## src/rtl/adc_seq_pkg.sv

```systemverilog
package adc_seq_pkg;

    localparam int CH_W  = 4;
    localparam int SMP_W = 16;

    typedef logic [CH_W-1:0] chan_t;

    typedef struct packed {
        chan_t hi;
        chan_t lo;
    } range_t;

    typedef struct packed {
        chan_t             chan;
        logic [SMP_W-1:0]  data;
    } sample_t;

    typedef enum logic [1:0] {
        S_IDLE   = 2'd0,
        S_SETTLE = 2'd1,
        S_CONV   = 2'd2,
        S_GAP    = 2'd3
    } seq_state_e;

    // channel that follows cur inside the window r
    function automatic chan_t step_chan(chan_t cur, range_t r);
        if (cur == r.hi) return r.lo;
        return chan_t'(cur + 1'b1);
    endfunction

    function automatic int max3(int a, int b, int c);
        int m;
        m = (a > b) ? a : b;
        return (m > c) ? m : c;
    endfunction

endpackage

```

## src/rtl/seq_trig_sel.sv

```systemverilog
module seq_trig_sel (
    input  logic clk,
    input  logic rst,
    input  logic hw_en,
    input  logic src_int,
    input  logic tick,
    input  logic ext_pin,
    input  logic sw_start,
    output logic trig
);
    logic ext_q;
    logic ext_rise;

    always_ff @(posedge clk) begin
        if (rst) ext_q <= 1'b0;
        else     ext_q <= ext_pin;
    end

    assign ext_rise = ext_pin & ~ext_q;

    always_comb begin
        if (hw_en) trig = src_int ? tick : ext_rise;
        else       trig = sw_start;
    end

    // a pin that was already high gives no further trigger
    assert_ext_level_R4: assert property (@(posedge clk) disable iff (rst)
        (hw_en && !src_int && $past(ext_pin) && ext_pin) |-> !trig);

endmodule

```

## src/rtl/seq_downcnt.sv

```systemverilog
module seq_downcnt #(
    parameter int W = 7
) (
    input  logic         clk,
    input  logic         rst,
    input  logic         load,
    input  logic [W-1:0] load_val,
    output logic         zero
);
    logic [W-1:0] cnt;

    always_ff @(posedge clk) begin
        if (rst)             cnt <= '0;
        else if (load)       cnt <= load_val;
        else if (cnt != '0)  cnt <= cnt - 1'b1;
    end

    assign zero = (cnt == '0);

    assert_cnt_moves_R7: assert property (@(posedge clk) disable iff (rst)
        (!load && !zero) |=> (cnt == $past(cnt) - 1'b1));

endmodule

```

## src/rtl/seq_chan_step.sv

```systemverilog
module seq_chan_step
    import adc_seq_pkg::*;
(
    input  logic   clk,
    input  logic   rst,
    input  logic   load,
    input  range_t load_rng,
    input  logic   adv,
    output range_t rng,
    output chan_t  cur
);
    always_ff @(posedge clk) begin
        if (rst) begin
            rng <= '0;
            cur <= '0;
        end else if (load) begin
            rng <= load_rng;
            cur <= load_rng.lo;
        end else if (adv) begin
            cur <= step_chan(cur, rng);
        end
    end

    assert_wrap_R3: assert property (@(posedge clk) disable iff (rst)
        (adv && !load && cur == rng.hi) |=> (cur == $past(rng.lo)));

    assert_step_R3: assert property (@(posedge clk) disable iff (rst)
        (adv && !load && cur != rng.hi) |=> (cur == chan_t'($past(cur) + 1'b1)));

    assert_hold_R3: assert property (@(posedge clk) disable iff (rst)
        (!adv && !load) |=> $stable(cur));

endmodule

```

## src/rtl/adc_scan_seq.sv

```systemverilog
module adc_scan_seq
    import adc_seq_pkg::*;
#(
    parameter int SETTLE_CYC   = 100,
    parameter int GAP_FAST_CYC = 50,
    parameter int GAP_SLOW_CYC = 93
) (
    input  logic              clk,
    input  logic              rst,
    input  logic              range_wr,
    input  logic [2*CH_W-1:0] range_data,
    input  logic              hw_trig_en,
    input  logic              trig_src_sel,
    input  logic              timer_tick,
    input  logic              ext_pin,
    input  logic              sw_start,
    input  logic              scan_en,
    input  logic              gap_sel,
    output logic              conv_start,
    output logic [CH_W-1:0]   conv_chan,
    input  logic              conv_done,
    input  logic [SMP_W-1:0]  conv_data,
    output logic              smp_valid,
    output logic [CH_W-1:0]   smp_chan,
    output logic [SMP_W-1:0]  smp_data,
    output logic              eoc,
    output logic              eos,
    output logic              busy,
    output logic [CH_W-1:0]   cur_chan,
    output logic              missed
);
    localparam int CNT_W = $clog2(max3(SETTLE_CYC, GAP_FAST_CYC, GAP_SLOW_CYC) + 1);
    localparam logic [CNT_W-1:0] SETTLE_LD = CNT_W'(SETTLE_CYC - 1);
    localparam logic [CNT_W-1:0] FAST_LD   = CNT_W'(GAP_FAST_CYC - 1);
    localparam logic [CNT_W-1:0] SLOW_LD   = CNT_W'(GAP_SLOW_CYC - 1);

    seq_state_e       state;
    logic             trig;
    logic             cnt_zero;
    logic             cnt_load;
    logic [CNT_W-1:0] cnt_val;
    logic             start_now;
    logic             accept;
    logic             scan_q;
    logic             gap_q;
    logic             last_in_scan;
    range_t           rng;
    chan_t            cur;
    chan_t            act_chan;
    sample_t          smp_q;

    seq_trig_sel u_trig (
        .clk      (clk),
        .rst      (rst),
        .hw_en    (hw_trig_en),
        .src_int  (trig_src_sel),
        .tick     (timer_tick),
        .ext_pin  (ext_pin),
        .sw_start (sw_start),
        .trig     (trig)
    );

    seq_downcnt #(.W(CNT_W)) u_cnt (
        .clk      (clk),
        .rst      (rst),
        .load     (cnt_load),
        .load_val (cnt_val),
        .zero     (cnt_zero)
    );

    seq_chan_step u_chan (
        .clk      (clk),
        .rst      (rst),
        .load     (range_wr),
        .load_rng (range_t'(range_data)),
        .adv      (start_now),
        .rng      (rng),
        .cur      (cur)
    );

    assign accept       = (state == S_CONV) && conv_done && !range_wr;
    assign last_in_scan = (act_chan == rng.hi);

    always_comb begin
        start_now = 1'b0;
        if (!range_wr) begin
            if (state == S_IDLE && trig)    start_now = 1'b1;
            if (state == S_GAP && cnt_zero) start_now = 1'b1;
        end
        cnt_load = range_wr || (accept && scan_q && !last_in_scan);
        if (range_wr)   cnt_val = SETTLE_LD;
        else if (gap_q) cnt_val = FAST_LD;
        else            cnt_val = SLOW_LD;
    end

    always_ff @(posedge clk) begin
        if (rst) begin
            state  <= S_IDLE;
            scan_q <= 1'b0;
            gap_q  <= 1'b0;
        end else if (range_wr) begin
            state <= S_SETTLE;
        end else begin
            unique case (state)
                S_IDLE: if (trig) begin
                    state  <= S_CONV;
                    scan_q <= scan_en;
                    gap_q  <= gap_sel;
                end
                S_SETTLE: if (cnt_zero) state <= S_IDLE;
                S_CONV: if (conv_done) state <= (scan_q && !last_in_scan) ? S_GAP : S_IDLE;
                S_GAP: if (cnt_zero) state <= S_CONV;
                default: state <= S_IDLE;
            endcase
        end
    end

    always_ff @(posedge clk) begin
        if (rst) begin
            conv_start <= 1'b0;
            act_chan   <= '0;
            smp_valid  <= 1'b0;
            smp_q      <= '0;
            eoc        <= 1'b0;
            eos        <= 1'b0;
            missed     <= 1'b0;
        end else begin
            conv_start <= start_now;
            if (start_now) act_chan <= cur;
            smp_valid <= accept;
            if (accept) smp_q <= '{chan: act_chan, data: conv_data};
            eoc <= accept && !scan_q;
            eos <= accept && scan_q && last_in_scan;
            if (trig && (state != S_IDLE || range_wr)) missed <= 1'b1;
        end
    end

    assign conv_chan = act_chan;
    assign smp_chan  = smp_q.chan;
    assign smp_data  = smp_q.data;
    assign busy      = (state != S_IDLE);
    assign cur_chan  = cur;

    assert_reset_R10: assert property (@(posedge clk)
        rst |=> (!busy && cur_chan == '0 && !missed && !smp_valid && !conv_start));

    assert_settle_R2: assert property (@(posedge clk) disable iff (rst)
        range_wr |=> (busy && cur_chan == $past(range_data[CH_W-1:0])));

    assert_hw_blocks_sw_R4: assert property (@(posedge clk) disable iff (rst)
        (!busy && hw_trig_en && trig_src_sel && !timer_tick && !range_wr) |=> !conv_start);

    assert_start_busy_R5: assert property (@(posedge clk) disable iff (rst)
        conv_start |-> busy);

    assert_eos_last_R6: assert property (@(posedge clk) disable iff (rst)
        eos |-> (smp_valid && smp_chan == rng.hi && !eoc));

    assert_missed_sticky_R8: assert property (@(posedge clk) disable iff (rst)
        missed |=> missed);

    assert_busy_drop_R8: assert property (@(posedge clk) disable iff (rst)
        (busy && trig) |=> missed);

    assert_stray_done_R9: assert property (@(posedge clk) disable iff (rst)
        (!busy && conv_done) |=> !smp_valid);

endmodule

```

## config.mk

```make
export PLATFORM = sky130hd
export DESIGN_NAME = adc_scan_seq
export DESIGN_NICKNAME = d
export VERILOG_FILES = /design/src/rtl/adc_seq_pkg.sv /design/src/rtl/seq_trig_sel.sv /design/src/rtl/seq_downcnt.sv /design/src/rtl/seq_chan_step.sv /design/src/rtl/adc_scan_seq.sv
export SDC_FILE = /design/constraint.sdc
export NUM_CORES = 1
export LEC_CHECK = 0
export CORE_MARGIN = 2
export CORE_UTILIZATION = 30
export DETAILED_ROUTE_END_ITERATION = 16
export PLACE_DENSITY = 0.52
export SLEW_MARGIN = 5
export SYNTH_ARGS = -nofsm -noshare
export SYNTH_HDL_FRONTEND = slang
export SYNTH_HIERARCHICAL = 1
export SYNTH_SLANG_ARGS = --single-unit
```

## constraint.sdc

```tcl
create_clock -name clk -period 3.81 [get_ports clk]
set_input_delay 0.762 -clock clk [delete_from_list [all_inputs] [get_ports clk]]
set_output_delay 0.762 -clock clk [all_outputs]
set_load 0.03 [all_outputs]
```

Yosys cells after proc, flatten, opt, wreduce, memory -nomap -nowiden
Cells that the tools add are included.
{ "word_totals": {"elab_cells": 84, "output_inout_bits": 34, "register_bits": 53} }
{ "op_classes": {"n_mux": 24, "n_addsub": 2, "n_eq_ne": 13, "bitwise": 3, "reduce_logical": 25} }
{ "op_table": {"columns": ["operator", "count"], "rows": [
  ["7-bit 2-to-1 mux", 4],
  ["4-bit 2-to-1 mux", 4],
  ["3-bit != test (second input constant)", 4],
  ["1-bit logical AND", 10],
  ["1-bit 2-to-1 mux", 10],
  ["2-bit 2-to-1 mux", 5],
  ["4-bit equality test", 2],
  ["2-bit != test (second input constant)", 4],
  ["2-bit case mux with 4 select lines", 1],
  ["4-bit AND reduction", 2],
  ["7-bit logical NOT", 1],
  ["7-bit nonzero test", 1],
  ["7-bit by 1-bit subtractor with 7-bit output (second input constant)", 1],
  ["2-bit nonzero test", 3],
  ["4-bit by 1-bit adder with 4-bit output (second input constant)", 1],
  ["2-bit equality test (second input constant)", 2],
  ["1-bit logical NOT", 3],
  ["3-bit AND reduction", 1],
  ["2-bit by 1-bit equality test with 1-bit output (second input constant)", 1],
  ["2-bit logical NOT", 1],
  ["1-bit logical OR", 2],
  ["1-bit inverter", 2],
  ["2-bit OR reduction", 1],
  ["1-bit AND", 1]
]} }

Logic depth before layout (Yosys ltp)
Gate-level depths: netlist of run 1.
{ "logic_depth": {"depth_word": 14, "mapped_depth": 10, "ltp_nobuf": 9} }

Modules after synthesis
The synthesis of run 1 kept the hierarchy.
{ "modules_own_cells": {"columns": ["mod", "seq_area_each_um2", "instances", "area_each_um2", "cells_per_inst"], "rows": [
  ["adc_scan_seq", 660.6, 1, 1316.3, 157],
  ["seq_chan_step", 240.2, 1, 571.8, 58],
  ["seq_downcnt", 140.1, 1, 399.1, 47],
  ["seq_trig_sel", 20.0, 1, 48.8, 6]
]} }

Least setup slack after synthesis of run 1
Ideal clock, no wire load.
{ "synth_timing": {"path_kind": "input to register", "start": "input port trig_src_sel", "end": "register u_chan.cur[0]", "path_stages": 7, "setup_slack_ps": 1288, "setup_ps": 76, "t_required_ps": 3734, "arrival_ps": 2446, "path_cell_list": "or3b_1 > a31oi_1 > a22oi_1 > nor2_1 > nor2b_1 > nand2b_1 > o22ai_1"} }
{ "synth_via": {"elab_chain_cells": 7} }
{ "synth_rtl": {"columns": ["item", "line", "rtl"], "rows": [
  ["start: declaration", "adc_scan_seq.sv:13", "input logic trig_src_sel,"],
  ["1-bit 2-to-1 mux (2 in a row)", "seq_trig_sel.sv:22", "if (hw_en) trig = src_int ? tick : ext_rise;"],
  ["net trig", "adc_scan_seq.sv:38", "logic trig;"],
  ["1-bit logical AND", "adc_scan_seq.sv:87", "if (state == S_IDLE && trig) start_now = 1'b1;"],
  ["1-bit 2-to-1 mux", "adc_scan_seq.sv:87", null],
  ["1-bit 2-to-1 mux", "adc_scan_seq.sv:88", "if (state == S_GAP && cnt_zero) start_now = 1'b1;"],
  ["1-bit 2-to-1 mux", "adc_scan_seq.sv:86", "if (!range_wr) begin"],
  ["net start_now", "adc_scan_seq.sv:42", "logic start_now;"],
  ["2-bit nonzero test (no line)", null, null],
  ["end signal: assignment", "seq_chan_step.sv:18", "cur <= load_rng.lo;"],
  ["end signal: assignment", "seq_chan_step.sv:20", "cur <= step_chan(cur, rng);"],
  ["end: declaration", "seq_chan_step.sv:10", "output chan_t cur"]
]} }
The timed path passes the listed nets, and every way through them passes these cells.
A chain may end at the register's enable or synchronous reset.

Worst setup path after layout of run 1
{ "layout_timing": {"start": "input port ext_pin", "end": "register u_chan.cur[1]"} }
{ "layout_via": {"elab_chain_cells": 8} }
{ "layout_rtl": {"columns": ["item", "line", "rtl"], "rows": [
  ["start: declaration", "adc_scan_seq.sv:15", "input logic ext_pin,"],
  ["1-bit AND", "seq_trig_sel.sv:19", "assign ext_rise = ext_pin & ~ext_q;"],
  ["1-bit 2-to-1 mux (2 in a row)", "seq_trig_sel.sv:22", null],
  ["net trig", "adc_scan_seq.sv:38", null],
  ["1-bit logical AND", "adc_scan_seq.sv:87", null],
  ["1-bit 2-to-1 mux", "adc_scan_seq.sv:87", null],
  ["1-bit 2-to-1 mux", "adc_scan_seq.sv:88", null],
  ["1-bit 2-to-1 mux", "adc_scan_seq.sv:86", null],
  ["net start_now", "adc_scan_seq.sv:42", null],
  ["2-bit nonzero test (no line)", null, null]
]} }
The timed path passes the listed nets, and every way through them passes these cells.

==> metrics.md, run 1 <==
| Metric | Value |
|---|---|
| DIE HEIGHT | `approximately 92 um` |
| Critical-path cell list | `clkdlybuf4s50_1, or3b_1, a31oi_1, a22oi_1, nor2_1, nor2b_1, nand2b_1, o22ai_1` |
| Tcrit/Tclk final | `between 70% and 80%` |
| Num CTS Buffers | `5` |
| Crit start category | `input port` |
| CTS HTree Levels | `2` |
| Top Ports | `69` |
| Area contributors post-synth | `dfxtp_1 45%, nand2_1 9.0%, a21oi_1 6.0%` |
| Max Cap Viol | `0` |
| Die area | `between 8000 and 9000 sq um` |
| Die Width | `92.2 um` |
| Initial Utilization | `30.5%` |
| Remaining DRCs | `0` |
| Fin crit period | `just under 3000 ps` |
| Share of cells above drive strength 1 | `under 10%` |
| Leak pwr | `between 1 and 1.5 nW` |
| Final nets | `374` |
| Post-CTS setup buffer count | `0` |
| Crit Path Class | `input port to flop` |
| Worst Path Buf+Inv | `1` |
| Syn_nets | `a little over 300` |
| Grt ovf | `0` |
| Max-slew headroom | `between 50% and 60%` |
| Reg clk slew, reported paths | `~100 ps` |
| Total GRT Usage | `between 10% and 20%` |
| Max incr delay on CP | `between 400 and 500 ps` |
| Status | `finished clean` |
| Yosys cell types | `slightly above 40` |
| Routed WL | `roughly 5600 um` |
| Setup violators final | `0` |
| Setup_tns | `0 ps` |
| Gpl congestion | `approximately 0.73` |
| Post-synthesis cell count | `approximately 270` |
| Final Max Tran Viols | `0` |
| Pwr/cell area | `roughly 370 nW/um^2` |
| Vias in the first global route | `approximately 1900` |
| Clk buf depth | `2` |
| Syn Area/Cell | `8.72 sq um` |
| Post-route total power | `1.18 mW` |
| Final Skew | `~5.7 ps` |
| Post-synth top area share | `between 40% and 50%` |
| Final hold violation count | `0` |
| VDD IR max | `roughly 150 uV` |
| Required @ worst endpoint | `slightly above 4000 ps` |
| Synth top cells by count | `56 x nand2_1, 53 x dfxtp_1, 28 x a21oi_1, 23 x nor2_1, 14 x mux2i_1` |
| Antenna fix cells | `0` |
| Synthesis Warnings | `6` |
| Pin count of the biggest net entering global routing | `37` |
| CP Capture Type | `flop` |
| Area leader, netlist | `dfxtp_1` |
| Number of flops mapped to enable cells by yosys | `0` |
| Register area share after synthesis | `a little under half` |
| Post-synth ARST share | `0%` |
| Count leader, synth | `nand2_1` |
| Core Region | `approximately 7600 sq um` |
| CTS tree | `built` |
| F_max | `about 340 MHz` |
| Crit path DAT | `around 3200 ps` |
| Dpl hpwl | `3950 um` |
| Quantity of I/O buffers inserted on ports | `68` |
| Initial antenna violation count | `0` |
| Site row count | `32` |
| Pre-Repair DR Iteration Count | `4` |
| Synth Register Bits | `53` |
| Vias per cell | `4.57` |
| First DRT Iteration DRCs | `between 70 and 80` |
| Clock Latency Late Sink | `310 ps` |
| Synthesized area | `about 2300 sq um` |
| RSZ-0062 raised after global routing | `false` |
| Top FF cell, synth | `dfxtp_1` |
| Hold crit path type | `flop to flop` |
| DR vias | `1989` |
| Slowest CP cell | `clkdlybuf4s50_1` |
| Clock root cell | `clkbuf_8` |
| Worst Max-Slew Pin Slew | `around 750 ps` |
| CTS Hold Bufs | `0` |
| First-pass GRT wire length | `9230 um` |
| Area Overhead vs Synth | `36.0%` |
| Min Hold Slack | `459 ps` |
| Largest delay share family, worst path | `simple AND/OR/NAND/NOR gates` |
| # resized after CTS | `0` |
| Final ANT Viol Nets | `0` |
| Clock sink count | `53` |
| Wire per inst | `~13 um` |
| Fill count | `between 700 and 800` |
| Crit Path Max Fanout | `7` |
[where the power goes]
part           total [mW]  switching, mW  internal (mW)
Sequential          0.607         0.0255          0.581
Clock               0.323          0.192          0.131
Combinational       0.250          0.126          0.124
[stage by stage]
step | worst slack [ps] | util, % | cell area (sq um) | instances
finish | 872 | 41.6 | 3180 | 435
CTS | 843 | 41.6 | 3180 | 435
global route | 627 | 41.6 | 3180 | 435
detailed placement | 519 | 40.4 | 3090 | 427
floorplan | 1290 | - | 2340 | 268
global placement | 579 | 40.4 | 3090 | 427
[area by class of cell]
type / count / area (sq um) / area share (%)
clock inverters: 3 / 22.5 / 0.709
repair buffers: 71 / 698 / 22.0
clock buffers: 5 / 68.8 / 2.17
multi-input cells: 193 / 1170 / 36.8
well taps: 102 / 128 / 4.02
flip-flops and latches: 53 / 1060 / 33.4
inverters: 8 / 30.0 / 0.945
[tightest hold or removal path: cells and delay by family, from the launching register on]
| kind | cells | cell delay (ps) |
|---|---|---|
| AND/OR/NAND/NOR | 1 | 50 |
| AO/OA/AOI/OAI | 1 | 50 |
| flip-flops | 1 | 320 |
[layout by cell type (no fill, tap or decap), types with 3 or more instances in the layout]
| master | n |
|---|---|
| nand2_1 | 56 |
| a21oi_1 | 28 |
| buf_4 | 3 |
| a22oi_1 | 4 |
| dfxtp_1 | 53 |
| mux2i_1 | 14 |
| inv_1 | 7 |
| o21ai_0 | 4 |
| nor2_1 | 23 |
| ha_1 | 7 |
| nand3_1 | 5 |
| xnor2_1 | 13 |
| or3_1 | 3 |
| clkbuf_8 | 5 |
| o22ai_1 | 7 |
| clkdlybuf4s50_1 | 67 |
| nor3_1 | 3 |
| xor2_1 | 3 |
[path summary, 6_finish.rpt]
check | startpoint | end | slack, ps | cells after the start
setup / recovery | ext_pin | u_chan/cur[1]$_SDFFE_PP0P_ | 870 | 8
hold / removal | smp_chan[3]$_SDFFE_PP0N_ | smp_chan[3]$_SDFFE_PP0N_ | 460 | 2
setup reg to reg | state[0]$_SDFFE_PP0P_ | u_cnt/cnt[6]$_SDFFE_PP0P_ | 1440 | 8
hold reg to reg | smp_chan[3]$_SDFFE_PP0N_ | smp_chan[3]$_SDFFE_PP0N_ | 460 | 2
[sequential cells by signal, indices dropped and copies added (netlist names), 2 cells and up]
signal      cells
u_cnt/cnt       7
smp_chan        4
state           2
conv_chan       4
u_chan/rng      8
smp_data       16
u_chan/cur      4
[cell families (layout without fill, tap and decap cells)]
logic type      count (synthesis)  count (layout)  share of synthesized area [%]
fa+ha+maj                       7               7                           3.75
compound gates                 51              51                           13.9
buf+inv                        22              87                           4.50
mux                            15              15                           6.48
xor+xnor                       16              16                           6.00
simple gates                  104             104                           19.9
flops                          53              53                           45.4
[metal layers]
layer | wire [um] | GRT usage, % | vias up
met3 | 365 | 4.60 | 6
met1 | 2610 | 17.5 | 909
met4 | 78 | 4.48 | 0
li1 | - | - | 1027
met5 | 0 | 0 | -
met2 | 2550 | 21.6 | 47
(Power assumes the default switching activity.)
==> inputs of run 2 (changes only) <==
- PLACE_DENSITY: 0.52 -> 0.54
- clock period: 3.81 -> 2.65 ns (I/O delays scaled with it)
==> run 2 against run 1 <==
Against the previous run:
- critical path depth decreased by 4
- clock skew rose by 7.1 ps
- routed wire length down 2.1%
- worst hold slack barely moved
- critical endpoint is now busy
- largest cell class unchanged
==> metrics.md, run 2 (synthesis results as in run 1) <==
| Metric | Value |
|---|---|
| Non-Filler Instances | `around 440` |
| Top Ports | `69` |
| Setup violators final | `0` |
| Core Region | `about 7600 sq um` |
| Required @ worst endpoint | `about 2100 ps` |
| Fill count | `roughly 810` |
| Clock sink count | `between 50 and 60` |
| Cells after DPL | `435` |
| Area Overhead vs Synth | `38.9%` |
| Slowest CP cell | `clkdlybuf4s50_1` |
| Wire per inst | `approximately 12 um` |
| Clk buf depth | `2` |
| Vias in the first global route | `between 1500 and 2000` |
| Commonest non-fill, non-tap cell in the layout | `clkdlybuf4s50_1` |
| Crit Path Max Fanout | `4` |
| Remaining DRCs | `0` |
| Routed WL | `5490 um` |
| Worst Max-Slew Pin Slew | `382 ps` |
| Largest register FFs | `16` |
| Total GRT Usage | `13.7%` |
| Fin crit period | `roughly 2400 ps` |
| Tcrit/Tclk final | `between 80% and 90%` |
| Leak pwr | `1.22 nW` |
| Post-CTS setup buffer count | `0` |
| Quantity of I/O buffers inserted on ports | `just under 70` |
| Final Max Tran Viols | `0` |
| CTS Hold Bufs | `0` |
| Commonest cells after routing, fill and taps aside | `67 x clkdlybuf4s50_1, 56 x nand2_1, 53 x dfxtp_1, 28 x a21oi_1, 23 x nor2_1` |
| Crit start category | `flop` |
| Crit path DAT | `approximately 1800 ps` |
| Hold crit path type | `flop to flop` |
| Largest delay share family, worst path | `buffers and inverters` |
| Worst Path Buf+Inv | `3` |
| Setup_tns | `0 ps` |
| RSZ-0062 raised after global routing | `false` |
| Site row count | `32` |
| CP Capture Type | `primary output` |
| Sw Pwr | `512 uW` |
| CTS HTree Levels | `2` |
| Max-slew headroom | `between 70 and 80%` |
| DR vias | `2039` |
| Critical-path cell list | `inv_1, ha_1, inv_2, clkdlybuf4s50_1` |
| Initial antenna violation count | `0` |
| Clock share of power | `between 20 and 30%` |
| Max incr delay on CP | `~670 ps` |
| Clock Latency Late Sink | `roughly 320 ps` |
| First DRT Iteration DRCs | `42` |
| Gpl congestion | `0.771` |
| DIE HEIGHT | `a little over 90 um` |
| Num CTS Buffers | `5` |
| Final ANT Viol Nets | `0` |
| Reg clk slew, reported paths | `~110 ps` |
| Die area | `roughly 8500 sq um` |
| Final nets | `around 380` |
| First-pass GRT wire length | `approximately 9400 um` |
| Vias per cell | `approximately 4.6` |
| Comb pwr share | `21.4%` |
| Die Width | `approximately 92 um` |
| Max Cap Viol | `0` |
| Pwr/cell area | `~540 nW/um^2` |
| Final hold violation count | `0` |
| Antenna fix cells | `0` |
| F_max | `roughly 420 MHz` |
| Pre-Repair DR Iteration Count | `4` |
| Grt ovf | `0` |
| Pin count of the biggest net entering global routing | `26` |
| # resized after CTS | `0` |
| VDD IR max | `263 uV` |
| CTS tree | `built` |
| Sequential group share of total power | `between 50% and 60%` |
| Dpl hpwl | `roughly 4000 um` |
| Initial Utilization | `a little under a third` |
| Clock root cell | `clkbuf_8` |
| Internal Power | `1.23 mW` |
| Switch share | `a little under 30%` |
| Share of cells above drive strength 1 | `8.80%` |
| Status | `finished clean` |
| Crit Path Class | `flop to primary output` |
| Final Skew | `~13 ps` |
==> run 2: power groups by stage <==
stage                     clock (mW)  combinational (mW)  sequential, mW
after floorplan                    0               0.220           0.907
after global routing           0.550               0.411           0.879
final                          0.494               0.371           0.872
after detailed placement           0               0.373           0.891
after CTS                      0.526               0.374           0.874
after global placement             0               0.372           0.891
==> run 2: path summary, 6_finish.rpt <==
check | from | to | slack (ps) | cells past startpoint
worst max register to register | u_trig/ext_q$_SDFF_PP0_ | u_chan/cur[1]$_SDFFE_PP0P_ | 740 | 7
worst min register to register | smp_data[15]$_SDFFE_PP0N_ | smp_data[15]$_SDFFE_PP0N_ | 460 | 2
worst max-delay path | state[0]$_SDFFE_PP0P_ | busy | 280 | 4
worst min-delay path | smp_data[15]$_SDFFE_PP0N_ | smp_data[15]$_SDFFE_PP0N_ | 460 | 2
==> run 2: layer usage <==
layer	part of all wire (%)	vias to the layer above	track usage (%)
met2	49	39	21.8
li1	-	1043	-
met4	0.49	0	3.36
met5	0	-	0
met3	3.9	4	3.45
met1	47	953	18.5
==> run 2: area by class of cell <==
type	count	area (sq um)	area share (%)
well taps	102	128	3.93
repair buffers	79	758	23.4
clock inverters	3	28.8	0.887
flip-flops and latches	53	1060	32.7
multi-input cells	193	1170	36.1
clock buffers	5	68.8	2.12
inverters	8	30.0	0.926
==> run 2: worst min-delay path, cell delays in order (launching register included) <==
cell	delay, ps
dfxtp_1	320
nand2_1	50
a21oi_1	50
==> run 2: metrics by stage <==
stage / utilization [%] / hold WS (ps) / setup slack, ps / area [sq um] / power (mW)
after floorplan: - / 460 / 360 / 2340 / 1.13
after global placement: 41.1 / 442 / 85.0 / 3150 / 1.26
after detailed placement: 41.1 / 446 / 51.0 / 3150 / 1.26
after CTS: 42.4 / 463 / 250 / 3240 / 1.77
after global routing: 42.4 / 478 / 182 / 3240 / 1.84
final: 42.4 / 459 / 284 / 3240 / 1.74
==> inputs of run 3 (changes only) <==
- PLACE_DENSITY: 0.54 -> 0.52
- clock period: 2.65 -> 2.6 ns (I/O delays scaled with it)
==> run 3 against run 2 <==
Against the previous run:
- sequential share of layout area is 0.11 points higher
- flip-flop and latch count stayed put
- sequential power is 2% higher
- critical path depth stayed put
- largest power group unchanged
- highest routed layer unchanged
==> metrics.md, run 3 (synthesis results as in run 1) <==
| Metric | Value |
|---|---|
| Max Cap Viol | `0` |
| Clock root cell | `clkbuf_8` |
| RSZ-0062 raised after global routing | `false` |
| Post-CTS setup buffer count | `0` |
| Final Max Tran Viols | `0` |
| Status | `finished clean` |
| Clock sink count | `between 50 and 60` |
| Crit path DAT | `around 1800 ps` |
| CTS tree | `built` |
| Setup crit start | `state[0]$_SDFFE_PP0P_` |
| Commonest cells after routing, fill and taps aside | `67 x clkdlybuf4s50_1, 56 x nand2_1, 53 x dfxtp_1, 28 x a21oi_1, 23 x nor2_1` |
| Largest delay share family, worst path | `buffers and inverters` |
| Setup slack, reg-to-reg | `about 740 ps` |
| VDD IR max | `between 150 and 200 uV` |
| Final ANT Viol Nets | `0` |
| Crit Path Max Fanout | `4` |
| Leak pwr | `1.21 nW` |
| Grt ovf | `0` |
| First DRT Iteration DRCs | `between 50 and 60` |
| Core Region | `7650 sq um` |
| R2R Path Start | `state[0]$_SDFFE_PP0P_` |
| Reg clk slew, reported paths | `about 100 ps` |
| DIE HEIGHT | `92.2 um` |
| Pwr/cell area | `around 540 nW/um^2` |
| Max incr delay on CP | `roughly 670 ps` |
| # resized after CTS | `0` |
| Dpl hpwl | `between 4000 and 5000 um` |
| CTS HTree Levels | `2` |
| Slowest CP cell | `clkdlybuf4s50_1` |
| Die area | `between 8000 and 9000 sq um` |
| Reg2reg path depth | `8` |
| Remaining DRCs | `0` |
| Top Ports | `69` |
| Fin crit period | `2330 ps` |
| First-pass GRT wire length | `approximately 9400 um` |
| Final Skew | `9.34 ps` |
| Vias per cell | `approximately 4.6` |
| Pin count of the biggest net entering global routing | `31` |
| Quantity of I/O buffers inserted on ports | `68` |
| CP Capture Point | `busy` |
| Site row count | `32` |
| Required @ worst endpoint | `between 2000 and 2500 ps` |
| Gpl congestion | `roughly 0.78` |
| Largest register FFs | `16` |
| CTS Hold Bufs | `0` |
| Critical-path cell list | `inv_1, ha_1, inv_2, clkdlybuf4s50_1` |
| Total GRT Usage | `between 10% and 20%` |
| Commonest non-fill, non-tap cell in the layout | `clkdlybuf4s50_1` |
| Clk buf depth | `2` |
| F_max | `around 430 MHz` |
| Worst Path Buf+Inv | `3` |
| Die Width | `92.2 um` |
| Clock Latency Late Sink | `300 ps` |
| Crit Path Class | `flop to primary output` |
| Num CTS Buffers | `5` |
| Hold crit path type | `flop to flop` |
| Setup violators final | `0` |
| Final nets | `between 300 and 400` |
| Initial antenna violation count | `0` |
| Setup_tns | `0 ps` |
| Final hold violation count | `0` |
| Final Core Density | `a little over two fifths` |
| Pre-Repair DR Iteration Count | `4` |
| Crit start category | `flop` |
| Max-slew headroom | `61.7%` |
| Worst Max-Slew Pin Slew | `around 580 ps` |
| RR Endpoint | `u_cnt/cnt[5]$_SDFFE_PP0P_` |
| Antenna fix cells | `0` |
| WP depth | `4` |
| DR vias | `around 2000` |
| Wire per inst | `~13 um` |
| Routed WL | `about 5700 um` |
| Area Overhead vs Synth | `38.4%` |
| Initial Utilization | `a little over 30%` |
| Share of cells above drive strength 1 | `8.50%` |
| CP Capture Type | `primary output` |
| Vias in the first global route | `1902` |
| Tcrit/Tclk final | `roughly nine tenths` |
run 3: cell types whose count changed in the layout (fill, tap and decap cells not counted), sizes merged:
cell / delta
inv: -1
clkbuf: +1
run 3: worst min-delay path by stage:
| stage | slack, ps | startpoint | cells after the start | end |
|---|---|---|---|---|
| 5_1_grt | 480 | smp_data[13]$_SDFFE_PP0N_ | 2 | smp_data[13]$_SDFFE_PP0N_ |
| 4_1_cts | 460 | smp_data[11]$_SDFFE_PP0N_ | 2 | smp_data[11]$_SDFFE_PP0N_ |
| 3_5_place_dp | 450 | smp_chan[3]$_SDFFE_PP0N_ | 2 | smp_chan[3]$_SDFFE_PP0N_ |
| 6_report | 460 | smp_chan[3]$_SDFFE_PP0N_ | 2 | smp_chan[3]$_SDFFE_PP0N_ |
| 2_1_floorplan | 460 | u_chan/rng[0]$_SDFFE_PP0P_ | 2 | u_chan/rng[0]$_SDFFE_PP0P_ |
| 3_3_place_gp | 440 | smp_data[6]$_SDFFE_PP0N_ | 2 | smp_data[6]$_SDFFE_PP0N_ |
run 3: final cells by class:
type	count	area, sq um
Clock buffer	6	72.6
Clock inverter	2	13.8
Fill cell	780	4410
Inverter	8	30.0
Multi-Input combinational cell	193	1170
Sequential cell	53	1060
Tap cell	102	128
Timing Repair Buffer	79	758
run 3: report_power, final:
part / switching, mW / internal, mW
registers: 0.0372 / 0.852
clock network: 0.278 / 0.193
logic: 0.184 / 0.195
run 3: layer usage:
metal / wire length (um) / vias to the layer above / track usage (%)
met5: 0 / - / 0
met4: 30 / 0 / 2.99
met3: 279 / 2 / 4.19
met2: 2780 / 42 / 22.2
met1: 2600 / 944 / 18.1
li1: - / 1044 / -
run 3: stage by stage:
step	hold slack [ps]	std cells	setup WS (ps)	total power, mW	cell area (sq um)
2_1_floorplan	460	268	320	1.15	2340
5_1_grt	477	443	166	1.85	3230
4_1_cts	462	443	250	1.78	3230
3_3_place_gp	442	435	124	1.29	3150
3_5_place_dp	447	435	108	1.29	3150
6_report	457	443	273	1.74	3230
run 3: tightest hold or removal path, cell delays in order, from the launching register on:
cell,delay [ps]
dfxtp_1,320
nand2_1,50
a21oi_1,50
